$ cat config.mk
export PLATFORM = sky130hd
export DESIGN_NAME = issue_scoreboard
export DESIGN_NICKNAME = d
export VERILOG_FILES = /design/src/rtl/issue_scoreboard.sv
export SDC_FILE = /design/constraint.sdc
export NUM_CORES = 1
export LEC_CHECK = 0
export ABC_AREA = 1
export BUFFER_PORTS_ARGS = -buffer_cell sky130_fd_sc_hd__buf_2
export CORE_ASPECT_RATIO = 1.2
export CORE_MARGIN = 2
export CORE_UTILIZATION = 49
export CTS_CLUSTER_DIAMETER = 40
export DETAILED_ROUTE_END_ITERATION = 8
export GPL_ROUTABILITY_DRIVEN = 1
export PLACE_DENSITY = 0.75
export SYNTH_ARGS = -nofsm -noshare
export SYNTH_HDL_FRONTEND = slang
export SYNTH_SLANG_ARGS = --single-unit
$ cat constraint.sdc
create_clock -name clk -period 1.7 [get_ports clk]
set_input_delay 0.085 -clock clk [delete_from_list [all_inputs] [get_ports clk]]
set_output_delay 0.085 -clock clk [all_outputs]
set_load 0.02 [all_outputs]
$ cat src/rtl/issue_scoreboard.sv
module issue_scoreboard #(
  parameter int REG_W   = 5,
  parameter int ENTRIES = 4,
  parameter int DIV_II  = 25
) (
  input  logic               clk,
  input  logic               rst_n,
  input  logic               cand_valid,
  input  logic [1:0]         cand_unit,
  input  logic               src1_use,
  input  logic               src1_fp,
  input  logic [REG_W-1:0]   src1_num,
  input  logic               src2_use,
  input  logic               src2_fp,
  input  logic [REG_W-1:0]   src2_num,
  input  logic               dst_use,
  input  logic               dst_fp,
  input  logic [REG_W-1:0]   dst_num,
  input  logic               ret_valid,
  input  logic               ret_fp,
  input  logic [REG_W-1:0]   ret_num,
  output logic               issue,
  output logic               stall,
  output logic               div_busy,
  output logic [ENTRIES-1:0] pend_valid
);
  localparam int IDX_W = (ENTRIES > 1) ? $clog2(ENTRIES) : 1;
  localparam int CNT_W = $clog2(DIV_II + 1);
  localparam logic [1:0] UNIT_DIV = 2'd3;

  logic [ENTRIES-1:0] ent_v, ent_fp;
  logic [REG_W-1:0]   ent_num [ENTRIES];
  logic [ENTRIES-1:0] m_s1, m_s2, m_dst, m_ret;
  logic [CNT_W-1:0]   div_cnt;
  logic [IDX_W-1:0]   free_idx;

  wire s1_need  = src1_use && (src1_fp || src1_num != '0);
  wire s2_need  = src2_use && (src2_fp || src2_num != '0);
  wire dst_need = dst_use  && (dst_fp  || dst_num  != '0);
  wire ret_need = ret_valid && (ret_fp || ret_num  != '0);

  for (genvar g = 0; g < ENTRIES; g++) begin : g_cmp
    assign m_s1[g]  = ent_v[g] && ent_fp[g] == src1_fp && ent_num[g] == src1_num;
    assign m_s2[g]  = ent_v[g] && ent_fp[g] == src2_fp && ent_num[g] == src2_num;
    assign m_dst[g] = ent_v[g] && ent_fp[g] == dst_fp  && ent_num[g] == dst_num;
    assign m_ret[g] = ent_v[g] && ent_fp[g] == ret_fp  && ent_num[g] == ret_num;
  end

  wire raw_hit = (s1_need && |m_s1) || (s2_need && |m_s2);
  wire waw_hit = dst_need && |m_dst;
  wire tbl_full = dst_need && &ent_v;
  wire div_blk = cand_unit == UNIT_DIV && div_cnt != '0;

  assign stall      = cand_valid && (raw_hit || waw_hit || tbl_full || div_blk);
  assign issue      = cand_valid && !stall;
  assign div_busy   = div_cnt != '0;
  assign pend_valid = ent_v;

  always_comb begin
    free_idx = '0;
    for (int i = ENTRIES - 1; i >= 0; i--)
      if (!ent_v[i]) free_idx = IDX_W'(i);
  end

  always_ff @(posedge clk or negedge rst_n) begin
    if (!rst_n) begin
      ent_v  <= '0;
      ent_fp <= '0;
      for (int i = 0; i < ENTRIES; i++) ent_num[i] <= '0;
    end else begin
      for (int i = 0; i < ENTRIES; i++) begin
        if (ret_need && m_ret[i]) ent_v[i] <= 1'b0;
        if (issue && dst_need && free_idx == IDX_W'(i)) begin
          ent_v[i]   <= 1'b1;
          ent_fp[i]  <= dst_fp;
          ent_num[i] <= dst_num;
        end
      end
    end
  end

  always_ff @(posedge clk or negedge rst_n) begin
    if (!rst_n)                              div_cnt <= '0;
    else if (issue && cand_unit == UNIT_DIV) div_cnt <= CNT_W'(DIV_II - 1);
    else if (div_cnt != '0)                  div_cnt <= div_cnt - 1'b1;
  end
endmodule

* After elaboration in Yosys (flattened, before gate mapping)
Index checks and enable logic that the tools add are counted.
Cells by class: $add $sub $neg 1, equal/unequal tests 36, muxes and demuxes 14, reductions and logical operators 77
Operator list (count):
- $eq 5x5->1 | 16
- $logic_and 1x1->1 | 53
- $reduce_bool 5->1 | 5
- $eq 1x1->1 | 16
- $reduce_or 4->1 | 3
- $mux 5 | 2
- $reduce_bool 2->1 | 5
- $logic_or 1x1->1 | 8
- $mux 1 | 8
- $mux 2 | 4
- $eq 2x2->1 const B | 3
- $sub 5x1->5 const B | 1
- $reduce_and 4->1 | 1
- $eq 2x1->1 const B | 1
- $logic_not 2->1 | 1
- $logic_not 1->1 | 1
Word-level totals: register bits 33, output and inout bits 7, word-level logic and storage cells 141

* Longest topological paths before layout
Gate-level depths: netlist of the first run.
depth after elaboration 15, gate-level depth with buffers 15, depth with buffers taken out 14

* Worst setup path after synthesis of the first run
Ideal clock, no wire load.
path kind flip-flop to flip-flop, start point register div_cnt[0], end point register div_cnt[0], data arrival time 1.878 ns, required time 1.586 ns, setup slack -0.292 ns, stages on the path, launching flop included 12, path buffers 1, period minus slack after synthesis 1.992 ns, cells stage by stage dfrtp_1 > inv_1 > ha_1 > nand2_1 > or2_1 > clkbuf_1 > nand3_1 > nand3_2 > nor3_4 > nand3_1 > nand2_1 > inv_1
Between the ends: cells in the longest elaborated chain, start to end 8
RTL lines:
- from (decl) | RTL line 34 | logic [CNT_W-1:0] div_cnt;
- from (signal assigned) | RTL line 84 | else if (issue && cand_unit == UNIT_DIV) div_cnt <= CNT_W'(DIV_II - 1);
- from (signal assigned) | RTL line 85 | else if (div_cnt != '0) div_cnt <= div_cnt - 1'b1;
- $reduce_bool 5->1 *
- net div_busy | RTL line 24 | output logic div_busy,
- $logic_and 1x1->1 | RTL line 52 | wire div_blk = cand_unit == UNIT_DIV && div_cnt != '0;
- $logic_or 1x1->1 | RTL line 54 | assign stall = cand_valid && (raw_hit || waw_hit || tbl_full || div_blk);
- $logic_and 1x1->1 | RTL line 54
- $logic_not 1->1 | RTL line 55 | assign issue = cand_valid && !stall;
- $logic_and 1x1->1 | RTL line 55
- $logic_and 1x1->1 | RTL line 84
- $mux 5 / $reduce_bool 2->1 (equally long branches)
The timed path passes the listed nets; every way through them passes the cells marked *. The select of a mux whose other input is x is not followed. A chain may end at the register's enable or synchronous reset.

* Final worst setup path of the first run
start point register ent_num[18] (netlist name), end point output issue
Between the ends: cells in the longest elaborated chain, start to end 11
RTL lines:
- from (decl) | RTL line 32 | logic [REG_W-1:0] ent_num [ENTRIES];
- from (signal, indexed assignment) | RTL line 76 | ent_num[i] <= dst_num;
- $eq 5x5->1, on equally long branches | RTL line 43, 44
- $logic_and 1x1->1, on equally long branches | RTL line 43, 44
- $reduce_or 4->1 | RTL line 49 | wire raw_hit = (s1_need && |m_s1) || (s2_need && |m_s2);
- $logic_and 1x1->1 | RTL line 49
- $logic_or 1x1->1 | RTL line 49
- $logic_or 1x1->1 * (3 in series) | RTL line 54
- $logic_and 1x1->1 * | RTL line 54
- $logic_not 1->1 * | RTL line 55
- $logic_and 1x1->1 * | RTL line 55
- to (decl) | RTL line 22 | output logic issue,
Mark *: on every way between the ends. The rest lies on a longest branch, timed or not.

==> results.yml, run 1 <==
floorplan:
  rows: 31
  die_h_um: 90.7
  die_area_um2: 6910
  start_util_pct: 50.7
  die_x_um: 76.2
  core_area_um2: 6050
  num_io_pins: 40
power:
  clkPwrFrac_pct: 10.7
  ir_drop_uv: 1180
  total_power_uw: 7410
  p_per_area_nw_per_um2: 1650
  netSwitchingFraction_pct: 46.1
  p_leak_uw: 0.00246
  intPower_uw: 3990
  p_sw_uw: 3420
  power_frac_comb_pct: 68.6
  seq_power_share_pct: 20.8
clocking:
  cts_max_path_buffers: 2
  path_clk_slew_ns: 0.07
  numCtsBuffers: 5
  clk_latency_ns: 0.29
  cts-htree-levels: 2
  cts.sinks: 33
  clock-root-buffer: "clkbuf_8"
  cts_tree: "yes"
finish:
  mostFrequentLayoutCell: "nand2_1"
  n_antenna_cell: 0
  area_growth_syn_to_layout_pct: 46.5
  layout_common_cells: "221 x nand2_1, 96 x buf_4, 48 x nor2_1"
  drive_gt1_share_pct: 32.2
  fin_cells: 747
  fin_util_pct: 74.2
  finalNetCount: 698
worst_setup_path:
  worst-setup-path-type: "register to output pin"
  cp.required_ns: 1.62
  critPathLaunchType: "register"
  worstPathArrival_ns: 2.14
  end_kind: "output pin"
  crit_fanout: 4
status:
  status: "finished with violations"
  violations: "setup timing"
grt:
  grt_pass1_wl_mm: 20.6
  grt_pass1_vias: 3979
  gr-usage-all-layers_pct: 38.2
  overflow: 0
  grt_max_degree: 34
  antenna_found_initial: 0
synth:
  syn_inst: 525
  yosys_warnings: 0
  synth_edf_count: 0
  ys_seq_area_share_pct: 26.9
  synth_nets: 559
  syn_area_per_cell_um2: 5.84
  ys_ff_latch: 33
  synth_area_leaders: "nand2_1 28%, dfrtp_1 27%, inv_1 7.1%"
  syn-cell-area_um2: 3070
  async_reset_ff_share_pct: 100
  synth_top_area_cell: "nand2_1"
  synth_top_area_share_pct: 27.8
  yosysUniqueCellTypes: 31
  ys.flop_type: "dfrtp_1"
job:
  cap_violations: 0
sta:
  relSlewSlack_pct: 46.5
  fmax_mhz: 450
  fin_crit_sh_pct: 131
  min_period_ns: 2.22
  hold-worst-slack_ns: 0.116
  tightestPinTransition_ns: 0.803
  setup_viol: 34
  rsz0062_at_grt: "yes"
  fin_skew_ns: 0.00566
  report.final.hold_viol_count: 0
  fin_ws_ns: -0.524
  slew_viol_final: 0
placed_design:
  placedCellCount: 714
  hpwl_mm: 9.41
  routabilityCongestion: 1.08
  port-buffer-count: 39
drt:
  drt_pass1_iterations: 5
  drc: 0
  wl_per_cell_um: 17.3
  via_count: 4235
  drt_iter0_drc: 554
  ant_nets: 0
  routed_wl_mm: 12.9
  viasPerCell: 5.67
worst_hold_path:
  hold_class: "input pin to register"
-- metal layers --
layer  vias up  GRT usage, %  wire length, µm
met5         -             0                0
met3        69          5.00             1420
met4         0          16.1              642
met1      1875          50.1             4870
met2       336          63.2             5980
li1       1955             -                -
-- final cells by class --
cell class,instances,area [µm²]
Tap cell,82,103
Timing Repair Buffer,149,1140
Multi-Input combinational cell,408,2050
Inverter,67,251
Clock inverter,1,30.0
Fill cell,492,1560
Sequential cell,33,833
Clock buffer,7,86.3
-- registers in the layout, summed over array words and instances, names as in the netlist --
register / cells
ent_num: 20
div_cnt: 5
ent_fp: 4
pend_valid: 4
-- cells in the mapped netlist, drive strengths merged, types with 5 or more instances --
cell and number:
a21oi 12, buf 10, clkbuf 7, dfrtp 33
inv 67, nand2 227, nand3 20, nand4 31
nor2 55, nor4 5, o21ai 21, xnor2 8
xor2 7
-- power groups by stage --
stage | logic, µW | clock network [µW] | registers [µW]
global route | 5470 | 819 | 1570
detailed placement | 4010 | 0 | 1530
finish | 5080 | 792 | 1540
CTS | 4810 | 795 | 1500
global placement | 3970 | 0 | 1510
floorplan | 2120 | 0 | 1540
-- metrics by stage --
stage	instance area (µm²)	worst slack, ns	TNS, ns
2_1_floorplan	3110	-0.233	-4.75
3_3_place_gp	3960	-0.308	-8.30
3_5_place_dp	3960	-0.322	-9.59
4_1_cts	4450	-0.438	-11.63
5_1_grt	4490	-0.615	-18.13
6_report	4490	-0.524	-14.43
-- repair_timing --
| item | CTS | global route |
|---|---|---|
| hold buffers | 1 | 0 |
| setup buffers | 21 | 2 |
| setup endpoints to repair | 34 | 35 |
| endpoints found under the hold margin | 33 | 0 |
| pin swaps | 12 | 19 |
| gates resized for setup | 52 | 18 |
| gates cloned | 2 | 0 |
-- logic make-up after synthesis --
| kind of cell | count (synthesis) | synth area share (%) |
|---|---|---|
| compound gates | 48 | 9.18 |
| xor+xnor | 15 | 4.28 |
| fa+ha+maj | 1 | 0.408 |
| buf+inv | 84 | 11.5 |
| flops | 33 | 26.9 |
| simple gates | 344 | 47.7 |
-- critical path: stages (launching register included) --
cell	delay, ns
dfrtp_2	0.44
inv_2	0.09
buf_4	0.14
nand2_1	0.05
nand2_1	0.06
nor2_2	0.14
nand3_2	0.10
a21oi_2	0.20
nor2_4	0.07
nor2_4	0.16
buf_6	0.13
nor3_4	0.04
buf_12	0.13
buf_8	0.12
-- final timing paths --
kind                                    startpoint                      end  slack, ns  cells past startpoint
setup / recovery           ent_num[18]$_DFFE_PN0P_                    issue      -0.52                     13
hold / removal                        cand_unit[1]   div_cnt[4]$_DFFE_PN0P_       0.12                      3
setup reg to reg            ent_num[0]$_DFFE_PN0P_   div_cnt[1]$_DFFE_PN0P_      -0.51                     17
hold reg to reg             div_cnt[4]$_DFFE_PN0P_   div_cnt[4]$_DFFE_PN0P_       0.51                      2
max in group asynchronous                    rst_n  ent_num[17]$_DFFE_PN0P_       0.72                      2
min in group asynchronous                    rst_n   ent_num[4]$_DFFE_PN0P_       0.41                      2
Note: power is estimated with default switching activity, not from simulation.
==> inputs of run 2 (changes only) <==
--- a/config.mk
+++ b/config.mk
@@ -14,5 +14,5 @@
 export DETAILED_ROUTE_END_ITERATION = 8
 export GPL_ROUTABILITY_DRIVEN = 1
-export PLACE_DENSITY = 0.75
+export PLACE_DENSITY = 0.72
 export SYNTH_ARGS = -nofsm -noshare
 export SYNTH_HDL_FRONTEND = slang
==> constraint.sdc (replaced) <==
create_clock -name clk -period 2.52 [get_ports clk]
set_input_delay 0.126 -clock clk [delete_from_list [all_inputs] [get_ports clk]]
set_output_delay 0.126 -clock clk [all_outputs]
set_load 0.05 [all_outputs]
==> run 2 against run 1 <==
  * The run now ends clean
  * Cell count shrank 13%
  * Critical path depth shrank 2
  * First-iteration DRC count shrank 31%
  * Sequential share of layout area grew 5.5 points
  * Critical endpoint unchanged
==> results.yml, run 2 (synthesis results as in run 1) <==
floorplan:
  die_x_um: 76.2
  die_h_um: 90.7
  num_io_pins: 40
  start_util_pct: 50.7
  core_area_um2: 6050
  rows: 31
  die_area_um2: 6910
power:
  p_per_area_nw_per_um2: 1070
  seq_power_share_pct: 32.4
  intPower_uw: 1670
  p_sw_uw: 1990
  clkPwrFrac_pct: 10.5
  netSwitchingFraction_pct: 54.3
  p_leak_uw: 0.00194
  power_frac_comb_pct: 57.1
  ir_drop_uv: 810
  total_power_uw: 3660
clocking:
  cts_tree: "yes"
  numCtsBuffers: 5
  cts.sinks: 33
  cts-htree-levels: 2
  clk_latency_ns: 0.29
  clock-root-buffer: "clkbuf_8"
  path_clk_slew_ns: 0.06
  cts_max_path_buffers: 2
worst_setup_path:
  worstPathArrival_ns: 2.28
  crit_fanout: 4
  r2r-end: "ent_num[14]$_DFFE_PN0P_"
  end_kind: "output pin"
  cp.required_ns: 2.39
  reg2reg_depth: 13
  r2r-start: "ent_num[6]$_DFFE_PN0P_"
  regToRegSetupSlack_ns: 0.22
  worst-setup-path-type: "register to output pin"
  critPathLaunchType: "register"
drt:
  drt_pass1_iterations: 6
  drc: 0
  wl_per_cell_um: 17.7
  ant_nets: 0
  via_count: 3775
  routed_wl_mm: 11.5
  drt_iter0_drc: 384
  viasPerCell: 5.83
worst_hold_path:
  whs_path_depth: 3
  hold_class: "input pin to register"
  hold_end: "div_cnt[4]$_DFFE_PN0P_"
  hp-start: "cand_unit[0]"
finish:
  largest_register_ffs: 20
  finalNetCount: 598
  layout_common_cells: "227 x nand2_1, 58 x inv_1, 53 x nor2_1"
  top_regs: "ent_num x20, div_cnt x5"
  area_growth_syn_to_layout_pct: 11.8
  drive_gt1_share_pct: 12.7
  largest_register: "ent_num"
  mostFrequentLayoutCell: "nand2_1"
  n_antenna_cell: 0
  fin_util_pct: 56.7
placed_design:
  port-buffer-count: 39
  place_ws_ns: 0.306
  routabilityCongestion: 1.08
  hpwl_mm: 8.75
sta:
  report.final.hold_viol_count: 0
  hold-worst-slack_ns: 0.201
  fin_skew_ns: 0.00892
  fin_crit_sh_pct: 95.5
  setup_viol: 0
  tightestPinTransition_ns: 0.722
  fmax_mhz: 415
  min_period_ns: 2.41
  rsz0062_at_grt: "yes"
  relSlewSlack_pct: 51.9
  fin_ws_ns: 0.112
  slew_viol_final: 0
status:
  status: "finished, final reports clean"
grt:
  gr-usage-all-layers_pct: 33.9
  grt_pass1_wl_mm: 18.5
  grt_pass1_vias: 3624
  grt_max_degree: 34
  overflow: 0
  antenna_found_initial: 0
job:
  cap_violations: 0
-- run 2: cell count changes in the layout (fill, tap and decap cells not counted), moves of 5 or more --
cell | previous run | this run
buf_4 | 96 | 9
inv_1 | 45 | 58
inv_2 | 22 | 9
buf_6 | 11 | 0
dfrtp_1 | 27 | 33
dfrtp_2 | 6 | 0
nand2_1 | 221 | 227
nand2_2 | 5 | 0
nand3_1 | 14 | 19
nor2_1 | 48 | 53
-- run 2: per-stage QoR --
| stage | instances | instance area, µm² | TNS, ns |
|---|---|---|---|
| after floorplan | 525 | 3070 | 0 |
| after global placement | 638 | 3330 | 0 |
| after detailed placement | 638 | 3330 | 0 |
| after CTS | 647 | 3430 | 0 |
| after global routing | 647 | 3430 | -0.0128 |
| final | 647 | 3430 | 0 |
-- run 2: worst max-delay path by stage --
stage                            from                     end  slack, ns
2_1_floorplan  div_cnt[0]$_DFFE_PN0P_                   stall       0.21
3_3_place_gp   ent_num[5]$_DFFE_PN0P_  ent_num[2]$_DFFE_PN0P_       0.30
3_5_place_dp   div_cnt[0]$_DFFE_PN0P_  ent_num[0]$_DFFE_PN0P_       0.31
4_1_cts        div_cnt[0]$_DFFE_PN0P_                   issue       0.15
5_1_grt        ent_num[6]$_DFFE_PN0P_                   stall      -0.01
6_report       ent_num[6]$_DFFE_PN0P_                   issue       0.11
-- run 2: final cells by class --
type	count	area, µm²
clock inverter	2	10.0
sequential	33	826
clock buffer	6	72.6
multi-input combinational	408	1890
fill	653	2620
inverter	67	251
tap	82	103
timing repair buffer	49	275
-- run 2: power groups by stage --
stage	combinational, µW	clock, µW	sequential (µW)
CTS	2050	391	1150
detailed placement	2030	0	1160
global placement	2000	0	1160
floorplan	1430	0	1100
global route	2330	411	1200
finish	2090	383	1190
-- run 2: what timing repair did --
| item | CTS | global route |
|---|---|---|
| hold endpoints to repair | 33 | 0 |
| setup endpoints to repair | 0 | 2 |
| resized for setup | 0 | 1 |
| buffers inserted | 0 | 0 |
| hold buffers | 1 | 0 |
-- run 2: layer usage --
| layer | GRT usage, % | part of all wire [%] | vias up |
|---|---|---|---|
| met5 | 3.08 | 0 | - |
| met4 | 16.7 | 4.8 | 0 |
| met3 | 4.50 | 10 | 55 |
| met2 | 54.5 | 45 | 248 |
| met1 | 44.6 | 40 | 1724 |
| li1 | - | - | 1748 |
-- run 2: worst max-delay path, cell delays in order (launching register included) --
cell and delay, ns:
dfrtp_1 0.50, inv_1 0.20, nand2_1 0.09, nand2_1 0.05
nand3_1 0.07, nor2_1 0.05, nor2_1 0.19, nand2_1 0.07
nand2_1 0.08, nand3_2 0.12, nor3_4 0.28, clkbuf_4 0.31
